--- config.mk ---
export PLATFORM = sky130hd
export DESIGN_NAME = insn_field_parser
export DESIGN_NICKNAME = d
export VERILOG_FILES = /design/src/rtl/ifp_pkg.sv /design/src/rtl/ifp_classify.sv /design/src/rtl/ifp_sequencer.sv /design/src/rtl/ifp_assembler.sv /design/src/rtl/insn_field_parser.sv
export SDC_FILE = /design/constraint.sdc
export NUM_CORES = 1
export LEC_CHECK = 0
export BUFFER_PORTS_ARGS = -buffer_cell sky130_fd_sc_hd__buf_4
export CAP_MARGIN = 30
export CORE_MARGIN = 2
export CORE_UTILIZATION = 29
export DETAILED_ROUTE_END_ITERATION = 8
export SLEW_MARGIN = 30
export SYNTH_ARGS = -nofsm -noshare
export SYNTH_HDL_FRONTEND = slang
export SYNTH_SLANG_ARGS = --single-unit
--- constraint.sdc ---
create_clock -name clk -period 1.5 [get_ports clk]
set_input_delay 0.075 -clock clk [delete_from_list [all_inputs] [get_ports clk]]
set_output_delay 0.075 -clock clk [all_outputs]
set_load 0.01 [all_outputs]
--- src/rtl/ifp_pkg.sv ---
package ifp_pkg;
  localparam int BYTE_W      = 8;
  localparam int FIELD_BYTES = 2;
  localparam int FIELD_W     = BYTE_W * FIELD_BYTES;
  localparam int MAX_LEN     = 2 + 2 * FIELD_BYTES;
  localparam int LEN_W       = $clog2(MAX_LEN + 1);
  localparam int CNT_W       = $clog2(FIELD_BYTES + 1);
  localparam int IDX_W       = (FIELD_BYTES > 1) ? $clog2(FIELD_BYTES) : 1;
  localparam logic [4:0] XCHG_TAG = 5'b10010;

  typedef enum logic [1:0] {
    CLS_ONE       = 2'd0,
    CLS_MODRM     = 2'd1,
    CLS_MODRM_IMM = 2'd2
  } fmt_cls_e;

  typedef enum logic [1:0] {
    PH_OP, PH_MODRM, PH_DISP, PH_IMM
  } phase_e;
endpackage

--- src/rtl/ifp_classify.sv ---
module ifp_classify
  import ifp_pkg::*;
(
  input  logic [BYTE_W-1:0] opcode,
  output fmt_cls_e          cls
);
  always_comb begin
    if (opcode == 8'h80 || opcode == 8'h81 || opcode == 8'hC6 || opcode == 8'hC7)
      cls = CLS_MODRM_IMM;
    else if ((opcode[7:6] == 2'b00 && !opcode[2]) || opcode[7:2] == 6'b100010)
      cls = CLS_MODRM;
    else
      cls = CLS_ONE;
  end
endmodule

--- src/rtl/ifp_sequencer.sv ---
module ifp_sequencer
  import ifp_pkg::*;
(
  input  logic              clk,
  input  logic              rst,
  input  logic              take,
  input  logic [BYTE_W-1:0] in_byte,
  input  fmt_cls_e          cls_in,
  output logic              in_ready,
  output logic              take_op,
  output logic              take_modrm,
  output logic              take_disp,
  output logic              take_imm,
  output logic [IDX_W-1:0]  slot,
  output logic              emit
);
  phase_e             ph_q, ph_d;
  fmt_cls_e           cls_q;
  logic               w_q;
  logic [CNT_W-1:0]   rem_q, rem_d, disp_n, imm_n;
  logic [IDX_W-1:0]   slot_q, slot_d;
  logic               ready_q, emit_q, last_c;

  function automatic logic [CNT_W-1:0] disp_count(input logic [1:0] mode);
    case (mode)
      2'b01:   disp_count = CNT_W'(1);
      2'b10:   disp_count = CNT_W'(FIELD_BYTES);
      default: disp_count = '0;
    endcase
  endfunction

  assign disp_n     = disp_count(in_byte[7:6]);
  assign imm_n      = w_q ? CNT_W'(FIELD_BYTES) : CNT_W'(1);
  assign take_op    = take && (ph_q == PH_OP);
  assign take_modrm = take && (ph_q == PH_MODRM);
  assign take_disp  = take && (ph_q == PH_DISP);
  assign take_imm   = take && (ph_q == PH_IMM);
  assign slot       = slot_q;
  assign in_ready   = ready_q;
  assign emit       = emit_q;

  always_comb begin
    ph_d   = ph_q;
    rem_d  = rem_q;
    slot_d = slot_q;
    last_c = 1'b0;
    unique case (ph_q)
      PH_OP: begin
        if (cls_in == CLS_ONE) last_c = 1'b1;
        else                   ph_d   = PH_MODRM;
      end
      PH_MODRM: begin
        if (disp_n != '0) begin
          ph_d   = PH_DISP;
          rem_d  = disp_n - 1'b1;
          slot_d = '0;
        end else if (cls_q == CLS_MODRM_IMM) begin
          ph_d   = PH_IMM;
          rem_d  = imm_n - 1'b1;
          slot_d = '0;
        end else begin
          ph_d   = PH_OP;
          last_c = 1'b1;
        end
      end
      PH_DISP: begin
        if (rem_q != '0) begin
          rem_d  = rem_q - 1'b1;
          slot_d = slot_q + 1'b1;
        end else if (cls_q == CLS_MODRM_IMM) begin
          ph_d   = PH_IMM;
          rem_d  = imm_n - 1'b1;
          slot_d = '0;
        end else begin
          ph_d   = PH_OP;
          last_c = 1'b1;
        end
      end
      PH_IMM: begin
        if (rem_q != '0) begin
          rem_d  = rem_q - 1'b1;
          slot_d = slot_q + 1'b1;
        end else begin
          ph_d   = PH_OP;
          last_c = 1'b1;
        end
      end
      default: ph_d = PH_OP;
    endcase
  end

  always_ff @(posedge clk) begin
    if (rst) begin
      ph_q    <= PH_OP;
      cls_q   <= CLS_ONE;
      w_q     <= 1'b0;
      rem_q   <= '0;
      slot_q  <= '0;
      ready_q <= 1'b0;
      emit_q  <= 1'b0;
    end else begin
      ready_q <= 1'b1;
      emit_q  <= take && last_c;
      if (take) begin
        ph_q   <= ph_d;
        rem_q  <= rem_d;
        slot_q <= slot_d;
      end
      if (take_op) begin
        cls_q <= cls_in;
        w_q   <= in_byte[0];
      end
    end
  end
endmodule

--- src/rtl/ifp_assembler.sv ---
module ifp_assembler
  import ifp_pkg::*;
(
  input  logic               clk,
  input  logic               rst,
  input  logic [BYTE_W-1:0]  in_byte,
  input  fmt_cls_e           cls_in,
  input  logic               take_op,
  input  logic               take_modrm,
  input  logic               take_disp,
  input  logic               take_imm,
  input  logic [IDX_W-1:0]   slot,
  output logic [BYTE_W-1:0]  opcode_q,
  output fmt_cls_e           cls_q,
  output logic               w_q,
  output logic               d_q,
  output logic [1:0]         mod_q,
  output logic [2:0]         reg_q,
  output logic [2:0]         rm_q,
  output logic [FIELD_W-1:0] disp_q,
  output logic [FIELD_W-1:0] imm_q,
  output logic [LEN_W-1:0]   len_q
);
  logic any_take;
  assign any_take = take_op || take_modrm || take_disp || take_imm;

  always_ff @(posedge clk) begin
    if (rst) begin
      opcode_q <= '0;
      cls_q    <= CLS_ONE;
      w_q      <= 1'b0;
      d_q      <= 1'b0;
      mod_q    <= '0;
      reg_q    <= '0;
      rm_q     <= '0;
      disp_q   <= '0;
      imm_q    <= '0;
      len_q    <= '0;
    end else begin
      if (take_op) begin
        opcode_q <= in_byte;
        cls_q    <= cls_in;
        w_q      <= (cls_in != CLS_ONE) && in_byte[0];
        d_q      <= (cls_in == CLS_MODRM) && in_byte[1];
        mod_q    <= '0;
        reg_q    <= (cls_in == CLS_ONE && in_byte[7:3] == XCHG_TAG) ? in_byte[2:0] : 3'd0;
        rm_q     <= '0;
        disp_q   <= '0;
        imm_q    <= '0;
        len_q    <= LEN_W'(1);
      end else if (any_take) begin
        len_q <= len_q + 1'b1;
      end
      if (take_modrm) begin
        mod_q <= in_byte[7:6];
        reg_q <= in_byte[5:3];
        rm_q  <= in_byte[2:0];
      end
      for (int g = 0; g < FIELD_BYTES; g++) begin
        if (take_disp && slot == IDX_W'(g)) disp_q[g*BYTE_W +: BYTE_W] <= in_byte;
        if (take_imm  && slot == IDX_W'(g)) imm_q[g*BYTE_W +: BYTE_W]  <= in_byte;
      end
    end
  end
endmodule

--- src/rtl/insn_field_parser.sv ---
module insn_field_parser
  import ifp_pkg::*;
(
  input  logic        clk,
  input  logic        rst,
  input  logic        in_valid,
  output logic        in_ready,
  input  logic [7:0]  in_byte,
  output logic        out_valid,
  output logic [7:0]  out_opcode,
  output logic [1:0]  out_class,
  output logic        out_w,
  output logic        out_d,
  output logic [1:0]  out_mod,
  output logic [2:0]  out_reg,
  output logic [2:0]  out_rm,
  output logic [15:0] out_disp,
  output logic [15:0] out_imm,
  output logic [2:0]  out_len
);
  fmt_cls_e         cls_in, cls_rec;
  logic             take, take_op, take_modrm, take_disp, take_imm;
  logic [IDX_W-1:0] slot;

  assign take = in_valid && in_ready;

  ifp_classify u_cls (
    .opcode (in_byte),
    .cls    (cls_in)
  );

  ifp_sequencer u_seq (
    .clk        (clk),
    .rst        (rst),
    .take       (take),
    .in_byte    (in_byte),
    .cls_in     (cls_in),
    .in_ready   (in_ready),
    .take_op    (take_op),
    .take_modrm (take_modrm),
    .take_disp  (take_disp),
    .take_imm   (take_imm),
    .slot       (slot),
    .emit       (out_valid)
  );

  ifp_assembler u_asm (
    .clk        (clk),
    .rst        (rst),
    .in_byte    (in_byte),
    .cls_in     (cls_in),
    .take_op    (take_op),
    .take_modrm (take_modrm),
    .take_disp  (take_disp),
    .take_imm   (take_imm),
    .slot       (slot),
    .opcode_q   (out_opcode),
    .cls_q      (cls_rec),
    .w_q        (out_w),
    .d_q        (out_d),
    .mod_q      (out_mod),
    .reg_q      (out_reg),
    .rm_q       (out_rm),
    .disp_q     (out_disp),
    .imm_q      (out_imm),
    .len_q      (out_len)
  );

  assign out_class = cls_rec;
endmodule

Word level (Yosys, flattened, before mapping)
Index checks and enable logic that the tools add are counted.

Register bits after elaboration: 63. Input bits: 11. Word-level logic and storage cells: 121.

Eq/ne operators: 17. Multiplexer cells: 41. Reductions and logical operators: 38. Add/subtract/negate cells: 5. Bitwise gates (word level): 1.

Operator list (number): == test 8 bit, second input constant (4); two-way mux 8 bit (4); two-way mux 2 bit (13); nonzero test 2 bit (9); two-way mux 16 bit (1); two-way mux 3 bit (5); logical AND 1 bit (14); two-way mux 1 bit (13); == test 2 bit, second input constant (4); inequality test 2 bit, second input constant (4); one-hot mux 2 bit (4 select lines) (1); logical OR 1 bit (7); == test 2 x 1 -> 1 bit, second input constant (3); == test 6 bit, second input constant (1); zero test 2 bit (3); one-hot mux 2 bit (3 select lines) (1); subtractor 2 x 1 -> 2 bit, second input constant (3); == test 5 bit, second input constant (1); one-hot mux 1 bit (4 select lines) (1); one-hot mux 2 bit (2 select lines) (1); AND reduction 4 bit (1); adder 3 x 1 -> 3 bit, second input constant (1); one-hot mux 1 bit (3 select lines) (1); AND reduction 3 bit (1); 5 further kinds (5).

Logic depth before layout (Yosys ltp)
Depth after elaboration: 10. Depth in mapped cells: 7. Gate-level depth less buffers: 6.

Cells and area by module
A second synthesis with hierarchy kept.

Cells, all modules: 331. Area total of the unflattened synthesis: 2907.8 µm².

By module, submodules not included: ifp_assembler (cells each 246, sequential area each 1101.1 µm², area each 2227.1 µm², instances 1); ifp_sequencer (cells each 78, sequential area each 200.2 µm², area each 628.1 µm², instances 1); ifp_classify (cells each 6, sequential area each 0.0 µm², area each 46.3 µm², instances 1); insn_field_parser (cells each 1, sequential area each 0.0 µm², area each 6.3 µm², instances 1).

Worst setup path before layout
OpenSTA, ideal clock, no wires.

Path kind: input-to-reg. Start point: input in_byte[6]. End point: register u_seq.emit_q, in the netlist u_seq.emit. Path buffers: 1. Stages: 7. Slack: 0.051 ns. Arrival time: 1.346 ns. Path through: clkbuf_1 inv_1 ha_1 and4bb_1 o21bai_4 nand2_1 a2111oi_2.

Word-level cells in the longest chain between the ends: 9. Elaborated cells between the ends (all ways): 22.

RTL lines: from (decl) (RTL line insn_field_parser.sv:8) `input logic [7:0] in_byte,`; == test 8 bit / zero test 2 bit (equally long branches) (RTL line ifp_classify.sv:8, ifp_classify.sv:10); logical OR 1 bit / logical AND 1 bit (equally long branches) (RTL line ifp_classify.sv:8, ifp_classify.sv:10); logical OR 1 bit, on equally long branches (RTL line ifp_classify.sv:8, ifp_classify.sv:10); logical OR 1 bit / two-way mux 1 bit (equally long branches) (RTL line ifp_classify.sv:8, ifp_classify.sv:10); two-way mux 2 bit (RTL line ifp_classify.sv:8) `if (opcode == 8'h80 || opcode == 8'h81 || opcode == 8'hC6 || opcode == 8'hC7)`; zero test 2 bit (RTL line ifp_sequencer.sv:49) `if (cls_in == CLS_ONE) last_c = 1'b1;`; two-way mux 1 bit (RTL line ifp_sequencer.sv:49); one-hot mux 1 bit (4 select lines) * (RTL line ifp_sequencer.sv:47) `unique case (ph_q)`; logical AND 1 bit * (RTL line ifp_sequencer.sv:103) `emit_q <= take && last_c;`; to (signal assigned) (RTL line ifp_sequencer.sv:103); to (decl) (RTL line ifp_sequencer.sv:22) `logic ready_q, emit_q, last_c;`.

Mark *: on every way between the ends. The rest lies on a longest branch, timed or not. A chain may end at the register's enable or synchronous reset.

Final worst setup path
Start point: register u_seq.ph_q[1]. End point: register u_seq.cls_q[0].

Word-level cells in the longest chain between the ends: 2.

RTL lines: from (decl) (RTL line ifp_sequencer.sv:17) `phase_e ph_q, ph_d;`; from (signal assigned) (RTL line ifp_sequencer.sv:105) `ph_q <= ph_d;`; zero test 2 bit (RTL line ifp_sequencer.sv:34) `assign take_op = take && (ph_q == PH_OP);`; logical AND 1 bit (RTL line ifp_sequencer.sv:34); to (signal assigned) (RTL line ifp_sequencer.sv:110) `cls_q <= cls_in;`; to (decl) (RTL line ifp_sequencer.sv:18) `fmt_cls_e cls_q;`.

Every way passes these cells.

==> flow_summary.toml <==
[synthesis]
yosysSeqAreaShare_pct = 44.9
avgSynthCellArea_um2 = 8.25
synth_common_cells = "dfxtp_1 (62), nand2_1 (60), a21oi_1 (51), nand3_1 (39), buf_2 (15)"
synth_edf_count = 0
synthArstFlopShare_pct = 0
synth-seq-cells = 62
yosys.area.top_type = "dfxtp_1"
synth_warnings = 0
syn-cell-area_um2 = 2770
synthCells = 335
yosysUniqueCellTypes = 50
synthFlopType = "dfxtp_1"
synth.area.top_cells = "dfxtp_1 (45%), a21oi_1 (9.2%), nand2_1 (8.1%)"
synthMostInstantiatedCell = "dfxtp_1"
synth_fp_nets = 353
yosysTopAreaCellShare_pct = 44.9

[clock_network]
cts.sinks = 62
hold_buffers = 0
cts-htree-levels = 3
post_cts_buffers = 0
cts_max_path_buffers = 2
clockRootBuffer = "clkbuf_8"
path_clk_slew_ps = 70
numCtsBuffers = 9
cts.repair.resized = 0
insertion_delay_ps = 350
tritoncts = "yes"

[routing]
ant_nets = 0
drtIter0Drc = 113
vias = 2648
wl_um = 8060
drc = 0
wl_per_cell_um = 14.7
drtPass1Iterations = 4
viasPerCell = 4.84

[grt]
grt_max_degree = 29
grt_first_pass_wirelength_um = 12500
track_usage_pct = 15.8
grt_pass1_vias = 2472
antenna_found_initial = 0
grt_overflow = 0

[timing]
relSlewSlack_pct = 59.5
final-max-slew-violation-count = 0
min_period_over_period_pct = 93.8
skew_ps = 7.45
rsz0062_at_grt = "false"
setup_viol = 0
tightest_slew_ps = 602
tns_ps = 0
hold_violations = 0
period_minus_slack_ps = 1410
max_freq_ghz = 0.711

[power]
vdd_drop_max_mv = 0.522
p_total_w = 0.00353
clockPowerShare_pct = 43.3
p_int_w = 0.00269
seqPwrFrac_pct = 47.7
power_switching_w = 0.000836
powerDensity_nw_per_um2 = 935
combPwrFrac_pct = 9.0
p_leak_nw = 1.53
switching_share_pct = 23.7

[setup_path]
worstSetupPathType = "register to register"
cp_data_required_time_ps = 1790
cp.arrival_ps = 1690
path_max_fanout = 19
endpoint_kind = "register"
start_kind = "register"

[die]
ios = 68
fp-row-count = 35
start_util_pct = 29.9
fp.coreArea_um2 = 9240
die_y_um = 102
dieArea_um2 = 10300
die_x_um = 102

[layout]
fin_nets = 432
diodes = 0
drive_gt1_share_pct = 31.6
area_growth_pct = 36.4

[min_path]
min_path_type = "input port to register"

[placement]
port_buffers = 67
gp_congestion = 0.807
dp.final_hpwl_um = 5760

[run]
drv_cap = 0

[run_status]
status = "finished clean"
-- final cells by class --
class                      instances  area (um2)
clock buffer                      12         165
multi-input combinational        233        1320
fill                             953        5470
clock inverter                     3        42.5
inverter                           8        30.0
sequential                        62        1240
tap                              129         161
timing repair buffer             100         806
-- stage by stage --
step / instance area, um2 / instances / hold slack, ps / worst slack, ps / utilization [%]
after global routing: 3770 / 547 / 12.2 / 28.4 / 40.8
after CTS: 3730 / 546 / 1.97 / 51.6 / 40.4
after global placement: 3520 / 531 / 368 / 68.1 / 38.1
after detailed placement: 3520 / 531 / 373 / 30.2 / 38.1
final: 3770 / 547 / 16.0 / 93.7 / 40.8
after floorplan: 2770 / 335 / 189 / 50.8 / -
-- critical path, stage by stage, from the launching register on --
cell     delay (ps)
dfxtp_1         340
buf_12          160
nor2_4          180
nand2_4         130
or3b_1          410
a21oi_2         130
-- power groups by stage --
stage / Combinational, W / Clock, W / Sequential, W
floorplan: 0.000159 / 0 / 0.00173
global placement: 0.000303 / 0 / 0.00172
detailed placement: 0.000306 / 0 / 0.00172
CTS: 0.000307 / 0.00156 / 0.00168
global route: 0.000343 / 0.00164 / 0.00168
finish: 0.000316 / 0.00153 / 0.00168
-- cell usage in the layout (no fill, tap or decap), drive strengths merged, types with 2 or more instances in the layout --
cell    count
nand2b      4
and3        4
a21oi      52
ha          7
nand3      40
or3b        4
nor2       10
dfxtp      62
inv         8
nor4        4
o21ai       6
or3         2
nand2      62
and2        2
buf        99
nor3        7
clkbuf     13
a31oi       4
nor3b       6
-- cell families (layout without fill, tap and decap cells) --
kind of cell / count (synthesis) / in the layout / share of synthesized area, %
AOI/OAI and AO/OA: 74 / 74 / 15.9
adders and majority gates: 7 / 7 / 3.17
buffers and inverters: 40 / 123 / 7.78
DFF: 62 / 62 / 44.9
muxes: 1 / 1 / 0.407
and+or+nand+nor: 151 / 151 / 27.9
-- flip-flops by register name, indices dropped and copies added, names as in the netlist, 2 cells and up --
register        count
u_asm.len_q         3
u_seq.rem_q         2
u_asm.opcode_q      8
u_asm.rm_q          3
u_seq.cls_q         2
u_asm.mod_q         2
u_seq.ph_q          2
u_asm.imm_q        16
u_asm.reg_q         3
u_asm.disp_q       16
-- path summary, 6_finish.rpt --
| check | cells past startpoint | slack (ps) | startpoint | end |
|---|---|---|---|---|
| worst max-delay path | 5 | 90 | u_seq.ph_q[1] | u_seq.cls_q[0] |
| worst max register to register | 5 | 90 | u_seq.ph_q[1] | u_seq.cls_q[0] |
| worst min-delay path | 3 | 20 | in_byte[5] | u_asm.opcode_q[5] |
| worst min register to register | 2 | 460 | u_asm.rm_q[0] | u_asm.rm_q[0] |
-- per-layer routing --
metal | part of all wire, % | routed length (um) | vias up | global-route usage (%)
li1 | - | - | 1309 | -
met3 | 6.2 | 499 | 12 | 4.69
met1 | 46 | 3670 | 1251 | 20.3
met5 | 0 | 0 | - | 0
met4 | 1.7 | 141 | 0 | 5.72
met2 | 47 | 3750 | 76 | 25.2
No activity file was read; power rests on OpenSTA's default activity.
